### config.mk
export PLATFORM = sky130hd
export DESIGN_NAME = bitHarvester
export DESIGN_NICKNAME = d
export VERILOG_FILES = /design/src/rtl/bitHarvesterPkg.sv /design/src/rtl/bitHarvesterCtrl.sv /design/src/rtl/bitHarvesterDatapath.sv /design/src/rtl/bitHarvester.sv
export SDC_FILE = /design/constraint.sdc
export NUM_CORES = 1
export LEC_CHECK = 0
export CELL_PAD_IN_SITES_DETAIL_PLACEMENT = 0
export CELL_PAD_IN_SITES_GLOBAL_PLACEMENT = 1
export CORE_MARGIN = 1
export CORE_UTILIZATION = 30
export DETAILED_ROUTE_END_ITERATION = 16
export PLACE_DENSITY = 0.59
export SETUP_SLACK_MARGIN = 0.4
export SYNTH_ARGS = -nofsm -noshare
export SYNTH_HDL_FRONTEND = slang
export SYNTH_HIERARCHICAL = 1
export SYNTH_SLANG_ARGS = --single-unit
### constraint.sdc
create_clock -name clk -period 3.4 [get_ports clk]
set_input_delay 0.85 -clock clk [delete_from_list [all_inputs] [get_ports clk]]
set_output_delay 0.85 -clock clk [all_outputs]
set_load 0.02 [all_outputs]
### src/rtl/bitHarvesterPkg.sv
package bitHarvesterPkg;

  // Strobes issued by the control to the datapath for one input cycle
  typedef struct packed {
    logic accept;     // write this count's bits
    logic drop;       // discard this count, bump the drop counter
    logic holdLoad;   // store the debiased bit as the first half of a pair
    logic holdClear;  // pair completed, release the held bit
    logic vnEmit;     // unequal pair: write the corrector bit after the direct bits
  } harvStrobe_t;

endpackage

### src/rtl/bitHarvesterCtrl.sv
module bitHarvesterCtrl
  import bitHarvesterPkg::*;
#(
  parameter int DIRECT_N = 3,
  parameter int DEPTH    = 8
) (
  input  logic                           clk,
  input  logic                           rstN,
  input  logic                           countValid,
  input  logic                           debBit,
  input  logic                           holdValid,
  input  logic                           holdBit,
  input  logic [$clog2(DEPTH+1)-1:0]     level,
  output harvStrobe_t                    st
);

  localparam int LVL_W = $clog2(DEPTH + 1);

  logic             pairDiffers;
  logic [LVL_W-1:0] freeSlots;
  logic [LVL_W-1:0] needSlots;
  logic             fits;

  always_comb begin
    pairDiffers = holdValid && (debBit != holdBit);
    freeSlots   = LVL_W'(DEPTH) - level;
    needSlots   = LVL_W'(DIRECT_N) + LVL_W'(pairDiffers);
    fits        = (freeSlots >= needSlots);

    st.accept    = countValid && fits;
    st.drop      = countValid && !fits;
    st.holdLoad  = st.accept && !holdValid;
    st.holdClear = st.accept && holdValid;
    st.vnEmit    = st.accept && pairDiffers;
  end

  // An accepted count that meets a held bit must use up the pair
  AST_PAIR_CONSUMED: assert property (@(posedge clk) disable iff (!rstN)
    (st.accept && holdValid) |=> !holdValid);

  // A first-half count must leave a half-pair behind
  AST_PAIR_OPENED: assert property (@(posedge clk) disable iff (!rstN)
    (st.accept && !holdValid) |=> (holdValid && holdBit == $past(debBit)));

endmodule

### src/rtl/bitHarvesterDatapath.sv
module bitHarvesterDatapath
  import bitHarvesterPkg::*;
#(
  parameter int CNT_W    = 10,
  parameter int DIRECT_N = 3,
  parameter int DEPTH    = 8,
  parameter int DROP_W   = 8
) (
  input  logic                       clk,
  input  logic                       rstN,
  input  harvStrobe_t                st,
  input  logic [CNT_W-1:0]           countIn,
  input  logic                       outReady,
  output logic                       outValid,
  output logic                       outBit,
  output logic                       holdValid,
  output logic                       holdBit,
  output logic [$clog2(DEPTH+1)-1:0] level,
  output logic [DROP_W-1:0]          dropCount
);

  localparam int PTR_W = $clog2(DEPTH);
  localparam int LVL_W = $clog2(DEPTH + 1);

  logic [DEPTH-1:0] mem;
  logic [PTR_W-1:0] wrPtr;
  logic [PTR_W-1:0] rdPtr;
  logic [LVL_W-1:0] pushN;
  logic             pop;

  assign outValid = (level != '0);
  assign outBit   = mem[rdPtr];
  assign pop      = outValid && outReady;

  always_comb begin
    pushN = '0;
    if (st.accept) pushN = LVL_W'(DIRECT_N) + LVL_W'(st.vnEmit);
  end

  // Bit store: direct bits first in ascending order, corrector bit last
  always_ff @(posedge clk) begin
    for (int i = 0; i <= DIRECT_N; i++) begin
      if (st.accept && (i < DIRECT_N || st.vnEmit)) begin
        mem[wrPtr + PTR_W'(i)] <= (i < DIRECT_N) ? countIn[i] : holdBit;
      end
    end
  end

  always_ff @(posedge clk) begin
    if (!rstN) begin
      wrPtr <= '0;
      rdPtr <= '0;
      level <= '0;
    end else begin
      wrPtr <= wrPtr + PTR_W'(pushN);
      rdPtr <= rdPtr + PTR_W'(pop);
      level <= level + pushN - LVL_W'(pop);
    end
  end

  // Held half-pair of the debiased bit
  always_ff @(posedge clk) begin
    if (!rstN) begin
      holdValid <= 1'b0;
      holdBit   <= 1'b0;
    end else if (st.holdClear) begin
      holdValid <= 1'b0;
    end else if (st.holdLoad) begin
      holdValid <= 1'b1;
      holdBit   <= countIn[DIRECT_N];
    end
  end

  always_ff @(posedge clk) begin
    if (!rstN) begin
      dropCount <= '0;
    end else if (st.drop && dropCount != '1) begin
      dropCount <= dropCount + 1'b1;
    end
  end

  AST_LEVEL_BOUND: assert property (@(posedge clk) disable iff (!rstN)
    level <= LVL_W'(DEPTH));

  AST_STALL_HOLDS: assert property (@(posedge clk) disable iff (!rstN)
    (outValid && !outReady) |=> (outValid && $stable(outBit)));

  AST_DROP_NO_WRITE: assert property (@(posedge clk) disable iff (!rstN)
    st.drop |=> (level <= $past(level) && $stable(holdValid) && $stable(holdBit)));

  AST_DROP_STEP: assert property (@(posedge clk) disable iff (!rstN)
    (st.drop && dropCount != '1) |=> dropCount == $past(dropCount) + 1'b1);

  AST_DROP_SATURATE: assert property (@(posedge clk) disable iff (!rstN)
    (dropCount == '1) |=> dropCount == '1);

endmodule

### src/rtl/bitHarvester.sv
module bitHarvester
  import bitHarvesterPkg::*;
#(
  parameter int CNT_W    = 10,
  parameter int DIRECT_N = 3,
  parameter int DEPTH    = 8,
  parameter int DROP_W   = 8
) (
  input  logic              clk,
  input  logic              rstN,
  input  logic              countValid,
  input  logic [CNT_W-1:0]  countIn,
  input  logic              outReady,
  output logic              outValid,
  output logic              outBit,
  output logic [DROP_W-1:0] dropCount
);

  localparam int LVL_W = $clog2(DEPTH + 1);

  harvStrobe_t      st;
  logic             holdValid;
  logic             holdBit;
  logic [LVL_W-1:0] level;

  bitHarvesterCtrl #(
    .DIRECT_N (DIRECT_N),
    .DEPTH    (DEPTH)
  ) ctrl (
    .clk        (clk),
    .rstN       (rstN),
    .countValid (countValid),
    .debBit     (countIn[DIRECT_N]),
    .holdValid  (holdValid),
    .holdBit    (holdBit),
    .level      (level),
    .st         (st)
  );

  bitHarvesterDatapath #(
    .CNT_W    (CNT_W),
    .DIRECT_N (DIRECT_N),
    .DEPTH    (DEPTH),
    .DROP_W   (DROP_W)
  ) dp (
    .clk       (clk),
    .rstN      (rstN),
    .st        (st),
    .countIn   (countIn),
    .outReady  (outReady),
    .outValid  (outValid),
    .outBit    (outBit),
    .holdValid (holdValid),
    .holdBit   (holdBit),
    .level     (level),
    .dropCount (dropCount)
  );

  AST_RESET_EMPTY: assert property (@(posedge clk)
    !rstN |=> (!outValid && dropCount == '0 && !holdValid));

endmodule

# == Word-level counts from Yosys, hierarchy flattened ==
# Index checks and enable logic that the tools add are counted.
# classes
n_lt_le_gt_ge,10
shifts,0
n_div,0
eq_ne,2
reduce_logical,18
addsub,11
mul,0
muxes,19
n_bitwise,2
# op_table
cell,n
bitwise mux 8 bit,4
2-to-1 mux 8 bit,4
"< comparator 3 x 4 -> 1 bit, second input constant",5
logical AND 1 bit,13
demux 1 bit (select 3 bit),4
">= comparator 3 x 1 -> 1 bit, second input constant",4
"adder 8 x 1 -> 8 bit, second input constant",1
"inequality test 8 bit, second input constant",1
"adder 2 x 1 -> 3 bit, first input constant",2
"adder 3 x 2 -> 3 bit, second input constant",2
2-to-1 mux 1 bit,5
adder 4 bit,1
>= comparator 4 bit,1
2-to-1 mux 4 bit,1
nonzero test 4 bit,1
subtractor 4 x 1 -> 4 bit,1
"subtractor 4 bit, first input constant",1
adder 3 x 1 -> 3 bit,1
"adder 3 x 1 -> 3 bit, second input constant",1
adder 3 bit,1
binary-select mux 1 bit (select 3 bit),1
logical NOT 1 bit,2
inverter 1 bit,2
AND reduction 2 bit,1
other kinds (2),2
# word_totals
inputBits,14
output_inout_bits,10
latchBits,0
rom_bits,0
memories,0
regBits,28
ram_bits,0

# == Depth between registers and ports, before layout ==
# logic_depth
depth_word,12
depth_mapped,17

# == Modules after synthesis ==
# The synthesis kept the hierarchy.
# by_module_without_submodules
module,instances,area_each_um2,seq_area_each_um2,cells_each
bitHarvesterDatapath,1,1798.0,560.5,209
bitHarvesterCtrl,1,176.4,0.0,23

# == Worst setup path before layout ==
# OpenSTA, ideal clock, no wires.
# synth_timing
path_kind,input to register
from,in countIn[3]
to,reg dp.level[3]
required_ns,3.272
path_buffers,2
arrival_time_ns,3.517
slack_ns,-0.245
path_stages,16
cell_sequence,xor2_1 -> nand2_1 -> ha_1 -> or3b_4 -> a21oi_4 -> a21boi_1 -> buf_4 -> buf_2 -> nand2b_1 -> ha_1 -> inv_1 -> ha_1 -> a21o_1 -> a21oi_1 -> xnor2_1 -> nor2_1
# synth_lines
item,line_no,rtl
start: declaration,bitHarvester.sv:12,"input logic [CNT_W-1:0] countIn,"
end signal: assignment,bitHarvesterDatapath.sv:57,level <= level + pushN - LVL_W'(pop);
end: declaration,bitHarvesterDatapath.sv:18,"output logic [$clog2(DEPTH+1)-1:0] level,"

==> flow_metrics.py <==
metrics = {
    "critical_path": {
        "crit_type": "primary input to register",
        "path_cells": "buf_8, xor2_2, nand2_2, ha_4, or3b_4, a21oi_4, buf_6, a21boi_4, nand2b_4, ha_4, inv_2, ha_4, inv_2, fa_2, nor2_2",
        "crit_arrival_ns": 3.31,
        "cp_max_fo": 4,
        "cp-start-kind": "primary input",
        "reg2reg_to": "dp/level[1]",
        "critPathBufInv": 4,
        "rr_worst_depth": 14,
        "r2r_setup_slack_ns": 0.38,
        "cp-end-kind": "register",
        "worstReg2RegStart": "dp/level[0]",
        "worstPathRequired_ns": 3.56,
        "slowest_delay_ns": 0.52,
        "cpMostUsedCell": "ha_4",
        "cp_top_family": "adder cells",
        "crit_slowest_cell": "fa_2",
        "cp.depth": 15,
    },
    "clock_tree": {
        "cts_hold_buf": 0,
        "cts_sinks": 28,
        "cts_tree": "built",
        "cts_root_buf": "clkbuf_8",
        "htreeDepth": 1,
        "numCtsBuffers": 3,
        "clock_insertion_delay_worst_skew_ns": 0.27,
        "cts_buffer_depth": 2,
        "path_clk_slew_ns": 0.10,
    },
    "routing": {
        "drt_first_pass_iters": 4,
        "routed_via_density": 5.092,
        "avgRoutedWirePerCell_microns": 14.27,
        "vias": 1777,
        "drc_errors": 0,
        "drtIter0Drc": 88,
        "drt_wl_total_microns": 4981,
        "ant_nets": 0,
    },
    "synth": {
        "yosys.cell_types.count": 56,
        "seq_area_frac_synth": 0.2839,
        "synth_fp_nets": 264,
        "async_reset_ff_frac": 0,
        "ys_seq_elements": 28,
        "synth_edf_count": 0,
        "ys.flop_type": "dfxtp_1",
        "syn_area_sq_mm": 0.001974,
        "synth_warnings": 6,
        "synthCells": 232,
        "syn_avg_cell_area_sq_um": 8.510,
    },
    "floorplan": {
        "die_area_sq_mm": 0.006910,
        "rows": 29,
        "pin_count": 24,
        "fp.dieW_microns": 83.13,
        "die_height_microns": 83.13,
        "core_sq_mm": 0.006350,
        "start_util": 0.3109,
    },
    "placement": {
        "dpl.hpwl_microns": 3450,
        "numPortBuffers": 17,
        "place_area_sq_mm": 0.002349,
        "place_congestion": 0.7291,
    },
    "hold_path": {
        "hold_path_end": "dp/dropCount[1]",
        "whs_path_depth": 2,
        "min_from": "dp/dropCount[1]",
        "hp-class": "register to register",
    },
    "global_routing": {
        "grt_max_degree": 21,
        "first_global_vias": 1706,
        "antenna_found_initial": 0,
        "grt_pass1_wl_microns": 7990,
        "grt.overflow.total": 0,
        "track_usage": 0.1418,
    },
    "sta": {
        "fin_skew_ns": 0.003653,
        "fmax_mhz": 317.3,
        "worst_slew_pin_slew_ns": 0.5782,
        "fin_crit_ns": 3.152,
        "relSlewSlack": 0.6118,
        "period_share": 0.9270,
        "finalSetupViolCount": 0,
        "rsz0062_at_grt": "true",
        "finalMaxSlewViolations": 0,
        "hold_viol_final": 0,
        "holdWs_ns": 0.5268,
    },
    "cells_and_area": {
        "syn_to_final_growth_pct": 39.29,
        "fin_nets": 305,
        "layout-drive-gt1-share": 0.3162,
        "antenna_cells": 0,
        "utilization": 0.4331,
        "final_area_sq_mm": 0.002750,
    },
    "power": {
        "max-vdd-ir-drop_mv": 0.6362,
        "p_per_area_mw_per_mm2": 978.2,
        "p_leak_nw": 1.055,
        "power_mw": 2.690,
    },
    "outcome": {
        "outcome": "complete, no violations",
    },
    "flow_run": {
        "maxCapViolCount": 0,
    },
}
cell families (layout without fill, tap and decap cells):
kind of cell	count (synthesis)	count (layout)	synth area share
multiplexers	5	5	0.03929
buffers and inverters	28	68	0.06273
flip-flops	28	28	0.2839
XOR/XNOR	16	16	0.07478
AND/OR/NAND/NOR	88	88	0.2465
AO/OA/AOI/OAI	49	49	0.1711
adder cells (fa/ha/maj)	18	18	0.1217
routing by layer:
layer | up-vias | share of wire | track usage
li1 | 909 | - | -
met5 | - | 0 | 0
met2 | 14 | 0.48 | 0.2340
met1 | 852 | 0.50 | 0.1963
met3 | 2 | 0.015 | 0.01491
met4 | 0 | 0.0074 | 0.03918
registers in the layout, indices dropped and copies added (netlist names):
| name | cells |
|---|---|
| dp/level | 4 |
| dp/holdBit | 1 |
| dp/holdValid | 1 |
| dp/dropCount | 8 |
| dp/wrPtr | 3 |
| dp/rdPtr | 3 |
| dp/mem | 8 |
stage by stage:
step / instances / setup TNS [ns] / setup WS, ns
after detailed placement: 330 / -5.913 / -0.6703
after global routing: 349 / 0 / 0.1499
after CTS: 344 / 0 / 0.2728
after floorplan: 232 / -0.1815 / -0.06918
after global placement: 330 / -5.758 / -0.6565
final: 349 / 0 / 0.2484
cells in the final DEF, fill, tap and decap left out, types with 3 or more instances in the layout:
master           instances
a21oi_1                  6
and2_1                   8
buf_4                   24
buf_6                    3
clkbuf_8                 4
clkdlybuf4s50_1         16
dfxtp_1                 28
ha_1                     8
ha_4                     7
inv_1                   12
inv_2                    5
nand2_1                  9
nand3_1                  7
nand4b_1                 4
nor2_1                  22
nor2b_1                  3
nor3_1                   7
o211ai_1                 3
o21ai_0                  8
o21ai_1                  3
xnor2_1                  7
xor2_1                   7
synth_stat cells (all sizes together), types with 4 or more instances:
cell type	instances	share of area
and4	4	0.018
o21ai	11	0.028
and2	8	0.025
nand2	12	0.024
xnor2	8	0.039
nor3	7	0.018
nor2b	4	0.013
clkbuf	4	0.0076
dfxtp	28	0.28
inv	17	0.032
o22ai	4	0.013
xor2	8	0.035
nand3	8	0.020
ha	16	0.10
a21oi	10	0.031
buf	6	0.021
nand2b	4	0.013
nand4b	4	0.018
nor2	23	0.044
area by class of cell:
class / count / area [sq um]
flip-flops and latches: 28 / 560.5
repair buffers: 46 / 434.2
inverters: 18 / 67.56
clock buffers: 4 / 55.05
multi-input cells: 176 / 1536
fillers: 626 / 3600
well taps: 77 / 96.34
how the worst max path moves through the flow:
stage,from,endpoint,slack [ns]
finish,countIn[3],dp/level[1],0.25
global route,countIn[3],dp/level[2],0.15
CTS,countIn[3],dp/level[1],0.27
detailed placement,countIn[3],dp/level[3],-0.67
global placement,countIn[3],dp/level[3],-0.66
floorplan,countIn[3],dp/level[1],-0.07
power breakdown:
group | total (mW) | switching (mW) | internal [mW]
Sequential | 0.563 | 0.128 | 0.435
Combinational | 1.92 | 0.904 | 1.01
Clock | 0.211 | 0.107 | 0.104
worst register-to-register path: stages (launching register included):
cell and delay, ns:
dfxtp_1 0.43, inv_1 0.12, ha_1 0.31, ha_2 0.19
or3b_4 0.38, a21oi_4 0.18, buf_6 0.12, a21boi_4 0.06
nand2b_4 0.14, ha_4 0.21, inv_2 0.06, ha_4 0.12
inv_2 0.03, fa_2 0.52, nor2_2 0.04
repair_timing:
item                                    in CTS  in global routing
gates resized for setup                     15                 34
hold endpoints to repair                     0                  0
endpoints found under the setup margin      23                 14
buffers inserted                            10                  4
cloned                                       0                  1
pin swaps                                   11                 20
Power figures use the tool's default switching activity.
